===== src/rtl/serial_disp_rx.sv =====
module serial_disp_rx #(
  parameter logic [7:0] DEV_ADDR = 8'hA2,
  parameter int DISP_W = 54,
  parameter int FULL_LEN = 72,
  parameter int SHORT_LEN = 56
) (
  input  logic              clk,
  input  logic              rst_n,
  input  logic              ser_en,
  input  logic              ser_clk,
  input  logic              ser_dat,
  output logic [DISP_W-1:0] bank_a,
  output logic [DISP_W-1:0] bank_b,
  output logic [2:0]        port_cfg,
  output logic              duty_half,
  output logic [2:0]        frame_div,
  output logic              ext_clk,
  output logic              seg_off,
  output logic              power_save,
  output logic              legacy,
  output logic              valid
);
  localparam int CW = $clog2(FULL_LEN + 2);
  localparam logic [CW-1:0] CMAX = CW'(FULL_LEN + 1);

  logic [2:0] s_en, s_clk, s_dat;
  logic [FULL_LEN-1:0] pay;
  logic [CW-1:0] cnt;
  logic [7:0] addr;
  logic matched;
  logic [9:0] cfg;

  always_ff @(posedge clk or negedge rst_n)
    if (!rst_n) begin
      s_en <= '0; s_clk <= '0; s_dat <= '0;
    end else begin
      s_en  <= {s_en[1:0], ser_en};
      s_clk <= {s_clk[1:0], ser_clk};
      s_dat <= {s_dat[1:0], ser_dat};
    end

  wire en_rise  = s_en[1] & ~s_en[2];
  wire en_fall  = ~s_en[1] & s_en[2];
  wire clk_rise = s_clk[1] & ~s_clk[2];
  wire din      = s_dat[1];

  wire is_full  = (cnt == CW'(FULL_LEN));
  wire is_short = (cnt == CW'(SHORT_LEN));
  wire f_dir    = pay[FULL_LEN-1];
  wire s_dir    = pay[SHORT_LEN-1];
  wire ok_fa = is_full & ~f_dir & (pay[60:54] == '0);
  wire ok_fb = is_full &  f_dir & (pay[70:54] == '0);
  wire ok_sa = is_short & ~s_dir & ~pay[54];
  wire ok_sb = is_short &  s_dir & (pay[54:52] == '0);
  wire accept = en_fall & matched & (ok_fa | ok_fb | ok_sa | ok_sb);

  always_ff @(posedge clk or negedge rst_n)
    if (!rst_n) begin
      addr <= '0; matched <= 1'b0; cnt <= '0; pay <= '0;
    end else begin
      if (!s_en[1] && clk_rise) addr <= {din, addr[7:1]};
      if (en_rise) begin
        matched <= (addr == DEV_ADDR);
        cnt <= '0;
      end else if (s_en[1] && clk_rise && matched) begin
        if (cnt < CW'(FULL_LEN)) pay[cnt] <= din;
        if (cnt != CMAX) cnt <= cnt + 1'b1;
      end
    end

  always_ff @(posedge clk or negedge rst_n)
    if (!rst_n) begin
      bank_a <= '0; bank_b <= '0; cfg <= '0; legacy <= 1'b0; valid <= 1'b0;
    end else if (accept) begin
      valid <= 1'b1;
      if (ok_fa) begin
        bank_a <= pay[DISP_W-1:0];
        cfg    <= pay[70:61];
        legacy <= 1'b0;
      end
      if (ok_fb) bank_b <= pay[DISP_W-1:0];
      if (ok_sa) begin
        bank_a <= {pay[52:23], 1'b0, pay[22:0]};
        cfg    <= {6'b0, pay[53], 3'b0};
        legacy <= 1'b1;
      end
      if (ok_sb) bank_b <= {2'b00, pay[51:0]};
    end

  assign port_cfg   = cfg[2:0];
  assign duty_half  = cfg[3];
  assign frame_div  = cfg[6:4];
  assign ext_clk    = cfg[7];
  assign seg_off    = cfg[8];
  assign power_save = cfg[9];

  p_load_on_fall_r3: assert property (@(posedge clk) disable iff (!rst_n)
    (bank_a != $past(bank_a)) |-> $past(en_fall));
  p_valid_hold_r10: assert property (@(posedge clk) disable iff (!rst_n)
    valid |=> valid);
  p_legacy_defaults_r7: assert property (@(posedge clk) disable iff (!rst_n)
    legacy |-> (port_cfg == 3'b0 && frame_div == 3'b0 && !ext_clk && !seg_off && !power_save));
  p_cnt_bound_r6: assert property (@(posedge clk) disable iff (!rst_n)
    cnt <= CMAX);
  p_bank_b_on_fall_r4: assert property (@(posedge clk) disable iff (!rst_n)
    (bank_b != $past(bank_b)) |-> $past(en_fall));
endmodule


===== config.mk =====
export PLATFORM = sky130hd
export DESIGN_NAME = serial_disp_rx
export DESIGN_NICKNAME = d
export VERILOG_FILES = /design/src/rtl/serial_disp_rx.sv
export SDC_FILE = /design/constraint.sdc
export NUM_CORES = 1
export LEC_CHECK = 0
export CAP_MARGIN = 20
export CELL_PAD_IN_SITES_DETAIL_PLACEMENT = 1
export CELL_PAD_IN_SITES_GLOBAL_PLACEMENT = 2
export CORE_ASPECT_RATIO = 1.4
export CORE_MARGIN = 8
export CORE_UTILIZATION = 41
export DETAILED_ROUTE_END_ITERATION = 10
export PLACE_DENSITY_LB_ADDON = 0.3
export SETUP_SLACK_MARGIN = 0.15
export SLEW_MARGIN = 40
export SYNTH_ARGS = -nofsm -noshare
export SYNTH_HDL_FRONTEND = slang
export SYNTH_SLANG_ARGS = --single-unit

===== constraint.sdc =====
create_clock -name clk -period 6.95 [get_ports clk]
set_input_delay 0.695 -clock clk [delete_from_list [all_inputs] [get_ports clk]]
set_output_delay 0.695 -clock clk [all_outputs]
set_load 0.02 [all_outputs]

Yosys cells after proc, flatten, opt, wreduce, memory -nomap -nowiden:

Index checks and enable logic that the tools add are counted.

* bits in registers: 216
* latch bits: 0
* memory bits (writable): 0
* bits in read-only memories: 0
* input port bits: 5
* output and inout port bits: 120
* logic and storage cells: 73
* memories: 0

* add/sub/neg operators: 1
* multiply operators: 0
* divide/modulo/power cells: 0
* order comparisons: 3
* equal/unequal tests: 4
* shift-type cells: 0
* muxes and demuxes: 14
* bitwise logic cells: 23
* reduce and logical (&&, ||, !) cells: 16

Operators with widths (count)
* 2-to-1 mux 54 bit: 4
* bitwise mux 72 bit: 1
* 2-to-1 mux 7 bit: 3
* 2-to-1 mux 10 bit: 2
* logical NOT 17 bit: 1
* AND 1 bit: 13
* == test 8 bit, second input constant: 1
* < comparator 7 x 8 -> 1 bit, second input constant: 1
* nonzero test 2 bit: 4
* adder 7 x 1 -> 7 bit, second input constant: 1
* demux 1 bit (select 7 bit): 1
* == test 7 x 6 -> 1 bit, second input constant: 1
* == test 7 bit, second input constant: 1
* greater-or-equal comparator 7 x 1 -> 1 bit, second input constant: 1
* logical NOT 7 bit: 1
* < comparator 7 bit, second input constant: 1
* != test 7 bit, second input constant: 1
* NOT 1 bit: 7
* AND reduction 2 bit: 3
* logical AND 1 bit: 4
* logical NOT 3 bit: 1
* 2-to-1 mux 1 bit: 3
* bitwise OR 1 bit: 3
* AND reduction 3 bit: 1
* logical NOT 1 bit: 1

Depth between registers and ports, before layout:

Gate-level depths: netlist (run 1).

* depth in word-level cells: 8
* depth in mapped cells: 8
* depth with buffers taken out: 6

Worst setup path before layout (run 1):

No wires, ideal clock.

* path kind: register to register
* start: reg cnt[1]
* end: reg bank_b[13]
* arrival time: 2.149 ns
* data required time: 6.825 ns
* setup slack: 4.676 ns
* stages on the path, launching flop included: 9
* path buffers: 2
* period minus slack after synthesis: 2.274 ns
* path through: dfrtp_1 -> clkbuf_1 -> inv_1 -> ha_1 -> and4bb_2 -> nand2_4 -> o31ai_4 -> buf_6 -> mux2_2

* cells in the longest elaborated chain, start to end: 8
* elaborated cells on any way between the ends: 17
* those cells by class: eq/ne (2); mux (1); bitwise (12); reduce/logical (2)

Ends and longest elaborated chain
* from (decl): RTL line 28 `logic [CW-1:0] cnt;`
* from (signal assigned): RTL line 67 `if (cnt != CMAX) cnt <= cnt + 1'b1;`
* == test 7 bit: RTL line 47 `wire is_full = (cnt == CW'(FULL_LEN));`
* AND 1 bit, on equally long branches (2 in series): RTL line 51, 52
* bitwise OR 1 bit (3 in series): RTL line 55 `wire accept = en_fall & matched & (ok_fa | ok_fb | ok_sa | ok_sb);`
* AND 1 bit: RTL line 55
* AND reduction 2 bit (no line)
* to (signal assigned): RTL line 81 `if (ok_fb) bank_b <= pay[DISP_W-1:0];`
* to (signal assigned): RTL line 87 `if (ok_sb) bank_b <= {2'b00, pay[51:0]};`
* to (decl): RTL line 13 `output logic [DISP_W-1:0] bank_b,`

Several ways; a longest one is shown, not always the timed one.
A chain may end at the register's enable or synchronous reset.

Final worst setup path (run 1):

* start: reg cnt[6]
* end: reg bank_a[8]

* cells in the longest elaborated chain, start to end: 8
* elaborated cells on any way between the ends: 17
* those cells by class: eq/ne (2); mux (1); bitwise (12); reduce/logical (2)

Ends and longest elaborated chain
* == test 7 bit: RTL line 47
* AND 1 bit, on equally long branches (2 in series): RTL line 51, 52
* bitwise OR 1 bit (3 in series): RTL line 55
* AND 1 bit: RTL line 55
* AND reduction 2 bit (no line)
* to (signal assigned): RTL line 77 `bank_a <= pay[DISP_W-1:0];`
* to (signal assigned): RTL line 83 `bank_a <= {pay[52:23], 1'b0, pay[22:0]};`
* to (decl): RTL line 12 `output logic [DISP_W-1:0] bank_a,`

Several ways; a longest one is shown, not always the timed one.

==> results.ini, run 1 <==
[sta]
hold_viol_final=0
grt_setup_unrepaired=false
fin_crit_sh_pct=43.0
maxSlewViolCount=0
final.setup.tns_ns=0
max_freq_ghz=0.334
fin_crit_ns=2.99
max_slew_margin_pct=45.9
worstMarginPinSlew_ns=0.805
clock-skew-final_ns=0.0180
setup-violations-final=0
holdWs_ns=0.0567

[detailed_routing]
wl_per_cell_um=21.0
maxUsedRoutingLayer=met4
drt_wl_total_um=23100
post-route-drc-count=0
m1WireLength_um=9450
first_pass_iters=4
viasPerCell=5.14
routed-wl-met2_um=12100
ant_nets=0
vias=5669
drt_iter0_markers=160
wl_met3_um=1080

[power]
p_sw_share_pct=21.4
power_density_nw_per_um2=216
leakagePower_nw=5.34
vdd_drop_max_mv=0.174
seq_power_share_pct=52.4
internal_power_mw=1.95
p_comb_share_pct=2.4
switching_power_mw=0.532
p_clk_share_pct=45.2

[synth]
yosysTopAreaCell=dfrtp_1
seq_area_frac_synth_pct=58.5
ys.flop_type=dfrtp_1
synthDistinctLibCells=50
syn_area_sq_um=9240
synthCells=664
yosys_warnings=0
avgSynthCellArea_sq_um=13.9
synth_top_area_share_pct=58.5
synth-edff-count=0
synth-seq-cells=216
syn-num-nets=672
synth_area_leaders=dfrtp_1 (59%), mux2_2 (23%), mux2_1 (3.7%), nand2_1 (1.7%), nor2_1 (1.3%)
async_flop_share_pct=100

[cts]
clock_sinks=216
clkTransAtPathRegs_ns=0.07
htree_num_levels=1
cts_tree=done
cts_resized=0
cts_root_buf=clkbuf_16
cts_buffers=23
postCtsHoldBufs=0
clkLatencyLatePin_ns=0.51
postCtsSetupRepairBufs=0
cts_max_path_buffers=3

[critical_path]
critPathRequiredTime_ns=7.33
endpoint_kind=flop
r2r_slack_ns=3.96
cpPeakStageDelay_ns=0.71
arrival_ns=3.37
crit_type=flop to flop
cp_slowest_cell=a21oi_4
critPathMaxFanout=32
critPathLaunchType=flop
path_cells=nor3b_2 -> nand4_1 -> a21oi_4 -> buf_4 -> mux2_2

[grt]
grt_pass1_wl_um=38200
grt_max_degree=100
overflow=0
globalRouteTotalUtil_pct=17.4
antenna_found_initial=0
first_global_vias=6572

[status]
status=complete, no violations

[cells_and_area]
syn2layout_area_growth_pct=24.6
nNetsFinal=797
drive_gt1_share_pct=31.3
num_antenna_cells=0

[floorplanning]
die_w_um=143
die_area_sq_um=27700
die_y_um=194
std_cell_rows=65
io_pins=125
core_area_sq_um=22400
initial_core_util_pct=41.3

[placement]
dp_hpwl_um=16100
routabilityCongestion=0.807
portBuffers=124

[min_path]
hp-class=input pin to asynchronous set/reset pin

[run]
maxCapViolCount=0

power groups by stage:
stage / clock network (mW) / registers, mW / logic (mW)
CTS: 1.15 / 1.30 / 0.0598
detailed placement: 0 / 1.32 / 0.0590
floorplan: 0 / 1.31 / 0.0292
global route: 1.21 / 1.31 / 0.0680
global placement: 0 / 1.32 / 0.0547
finish: 1.12 / 1.30 / 0.0599
state kept, by name, summed over array words and instances (netlist names):
signal / count
pay: 72
valid: 1
bank_b: 54
bank_a: 54
s_clk: 3
addr: 8
matched: 1
cnt: 7
s_dat: 2
legacy: 1
cfg: 10
s_en: 3
worst max-delay path, delay by kind of cell, from the launching register on:
family	cells	cell delay [ns]
DFF	1	0.57
buffers and inverters	1	0.51
AOI/OAI and AO/OA	1	0.71
and+or+nand+nor	2	0.65
muxes	1	0.40
worst paths after layout:
path,from,end,cells after the start
min reg2reg,s_clk[0],s_clk[1],0
max in group asynchronous,rst_n,s_dat[1],3
min in group clk,s_clk[0],s_clk[1],0
max,cnt[6],bank_a[8],5
min,rst_n,pay[62],1
max reg2reg,cnt[6],bank_a[8],5
synth_stat cells (4+ instances only):
cell type    n
nor4_1       5
clkbuf_1    14
nand3_1     23
buf_2       14
buf_6        6
mux2_2     189
mux2_1      30
nor2_1      31
nor3_1      15
a22o_1      10
inv_1        7
xnor2_1      5
nor2b_1      5
nand2_1     41
dfrtp_1    216
nand2b_1     4
per-stage QoR:
step | setup WS, ns | instances | util, % | total power [mW] | area (sq um)
floorplan | 4.68 | 664 | - | 1.34 | 9240
global placement | 4.03 | 1061 | 47.9 | 1.37 | 10700
detailed placement | 3.94 | 1063 | 48.1 | 1.38 | 10800
CTS | 3.90 | 1101 | 51.2 | 2.52 | 11500
global route | 3.67 | 1103 | 51.5 | 2.58 | 11500
finish | 3.96 | 1103 | 51.5 | 2.48 | 11500
cells in the final DEF, fill, tap and decap left out, types with 3 or more instances in the layout:
cell type and instances:
dfrtp_1 215, nand2b_1 4, o21ai_0 3, buf_6 3, inv_1 7, clkbuf_8 4, nor3_1 15, clkinv_2 4
nand4_1 3, nor2_1 31, clkdlybuf4s50_1 123, nand2_1 41, nor2b_1 5, nand3_1 23, mux2_2 189, nor4_1 4
mux2_1 30, clkbuf_1 5, ha_1 3, clkbuf_16 23, a22o_1 10, xnor2_1 5, buf_4 5
cell families after synthesis:
family	synth area share [%]
and+or+nand+nor	9.20
AOI/OAI and AO/OA	2.25
DFF	58.5
muxes	26.8
xor gates and xnor gates	0.474
buffers and inverters	2.34
adders and majority gates	0.406
layer usage:
layer / global-route usage (%) / up-vias
met5: 0 / -
met2: 30.9 / 110
li1: - / 2609
met1: 20.8 / 2917
met3: 3.52 / 33
met4: 4.86 / 0
area by class of cell:
cell class	count	area [sq um]
fill	2226	10900
sequential	216	5410
multi-input combinational	407	3650
timing repair buffer	134	1370
clock buffer	32	649
tap	301	377
clock inverter	6	35.0
inverter	7	26.3
Power figures use the tool's default switching activity.
==> run 2: changes to the inputs <==
--- a/config.mk
+++ b/config.mk
@@ -10,7 +10,7 @@
 export CELL_PAD_IN_SITES_GLOBAL_PLACEMENT = 2
 export CORE_ASPECT_RATIO = 1.4
 export CORE_MARGIN = 8
-export CORE_UTILIZATION = 41
+export CORE_UTILIZATION = 38
 export DETAILED_ROUTE_END_ITERATION = 10
 export PLACE_DENSITY_LB_ADDON = 0.3
 export SETUP_SLACK_MARGIN = 0.15
==> constraint.sdc (replaced) <==
create_clock -name clk -period 3 [get_ports clk]
set_input_delay 0.3 -clock clk [delete_from_list [all_inputs] [get_ports clk]]
set_output_delay 0.3 -clock clk [all_outputs]
set_load 0.02 [all_outputs]
==> results.ini, run 2 (synthesis gave the netlist of run 1 again) <==
[critical_path]
endpoint_kind=flop
cp_top_family=buffers and inverters
critPathRequiredTime_ns=3.37
arrival_ns=2.89
r2r_start=cnt[1]
crit_start=cnt[1]
critPathLaunchType=flop
critPathMaxFanout=34
crit_buf_inv=2
cp_slowest_cell=dfrtp_1
cpPeakStageDelay_ns=0.48
path_cells=inv_1 -> ha_1 -> and4bb_2 -> nand2_4 -> o31ai_4 -> buf_4 -> mux2_2
crit_type=flop to flop

[detailed_routing]
first_pass_iters=4
vias=5796
drt_iter0_markers=214
wl_per_cell_um=20.7
drt_wl_total_um=23300
ant_nets=0
post-route-drc-count=0
viasPerCell=5.16

[grt]
globalRouteTotalUtil_pct=15.9
first_global_vias=6585
grt_max_degree=87
overflow=0
grt_pass1_wl_um=37900
antenna_found_initial=0

[cells_and_area]
reg_top3=pay (72), bank_a (54), bank_b (54)
drive_gt1_share_pct=32.2
largest_reg_flops=72
final_cell_mix=dfrtp_1 (215), mux2_2 (189), clkdlybuf4s50_1 (123), nand2_1 (41), nor2_1 (31)
num_antenna_cells=0
nNetsFinal=806
syn2layout_area_growth_pct=26.1
layout_commonest_cell=dfrtp_1
regMostFlops=pay

[min_path]
worstHoldStart=ser_clk
hp-class=input pin to flop

[cts]
clkTransAtPathRegs_ns=0.07
cts_resized=0
cts_tree=done
cts_buffers=22
postCtsSetupRepairBufs=0
cts_root_buf=clkbuf_16
clock_sinks=216
cts_max_path_buffers=3
clkLatencyLatePin_ns=0.50
postCtsHoldBufs=1
htree_num_levels=1

[floorplanning]
initial_core_util_pct=38.7
die_area_sq_um=29600
die_y_um=200
core_area_sq_um=23900
die_w_um=148
io_pins=125
std_cell_rows=67

[run]
maxCapViolCount=0

[sta]
clock-skew-final_ns=0.0130
fin_crit_sh_pct=84.0
max_freq_ghz=0.397
worstMarginPinSlew_ns=0.763
setup_slack_ns=0.480
grt_setup_unrepaired=false
maxSlewViolCount=0
setup-violations-final=0
final.setup.tns_ns=0
fin_crit_ns=2.52
max_slew_margin_pct=48.9
hold_viol_final=0
holdWs_ns=0.245

[placement]
dp_hpwl_um=16100
routabilityCongestion=0.847
dp_slack_ns=0.515
portBuffers=124

[power]
totalPowerFinal_mw=6.07
vdd_drop_max_mv=0.322
power_density_nw_per_um2=521
leakagePower_nw=5.43

[status]
status=complete, no violations

[run 2: routing by layer]
metal  track usage (%)  up-vias  routed length (um)
met1              18.6     2966                9340
met3              3.41       46                1210
li1                  -     2642                   -
met2              28.2      142               12100
met5                 0        -                   0
met4              5.19        0                 672
[run 2: path summary, 6_finish.rpt]
path	cells past startpoint	slack, ns	to
max in group asynchronous	3	1.63	bank_a[26]
worst min-delay path	1	0.25	s_clk[0]
min in group asynchronous	2	0.40	cfg[9]
worst min register to register	0	0.36	s_en[1]
worst max register to register	7	0.48	bank_b[18]
worst max-delay path	7	0.48	bank_b[18]
[run 2: area by class of cell]
class                   count  area, sq um
clock buffers              30          632
inverters                   7         26.3
multi-input cells         407         3630
clock inverters             9          145
fillers                  2393        12200
flip-flops and latches    216         5410
well taps                 310          388
repair buffers            144         1420
[run 2: per-stage QoR]
step	util [%]	instances	area, sq um
5_1_grt	48.8	1123	11700
3_3_place_gp	45.4	1083	10900
6_report	48.8	1123	11700
3_5_place_dp	45.4	1083	10900
2_1_floorplan	-	664	9240
4_1_cts	48.7	1123	11600
[run 2: where the power goes]
part | switching (mW) | internal, mW | total, mW
sequential | 0.0441 | 2.96 | 3.01
clock | 1.10 | 1.82 | 2.92
combinational | 0.0880 | 0.0569 | 0.145
total | 1.23 | 4.84 | 6.07
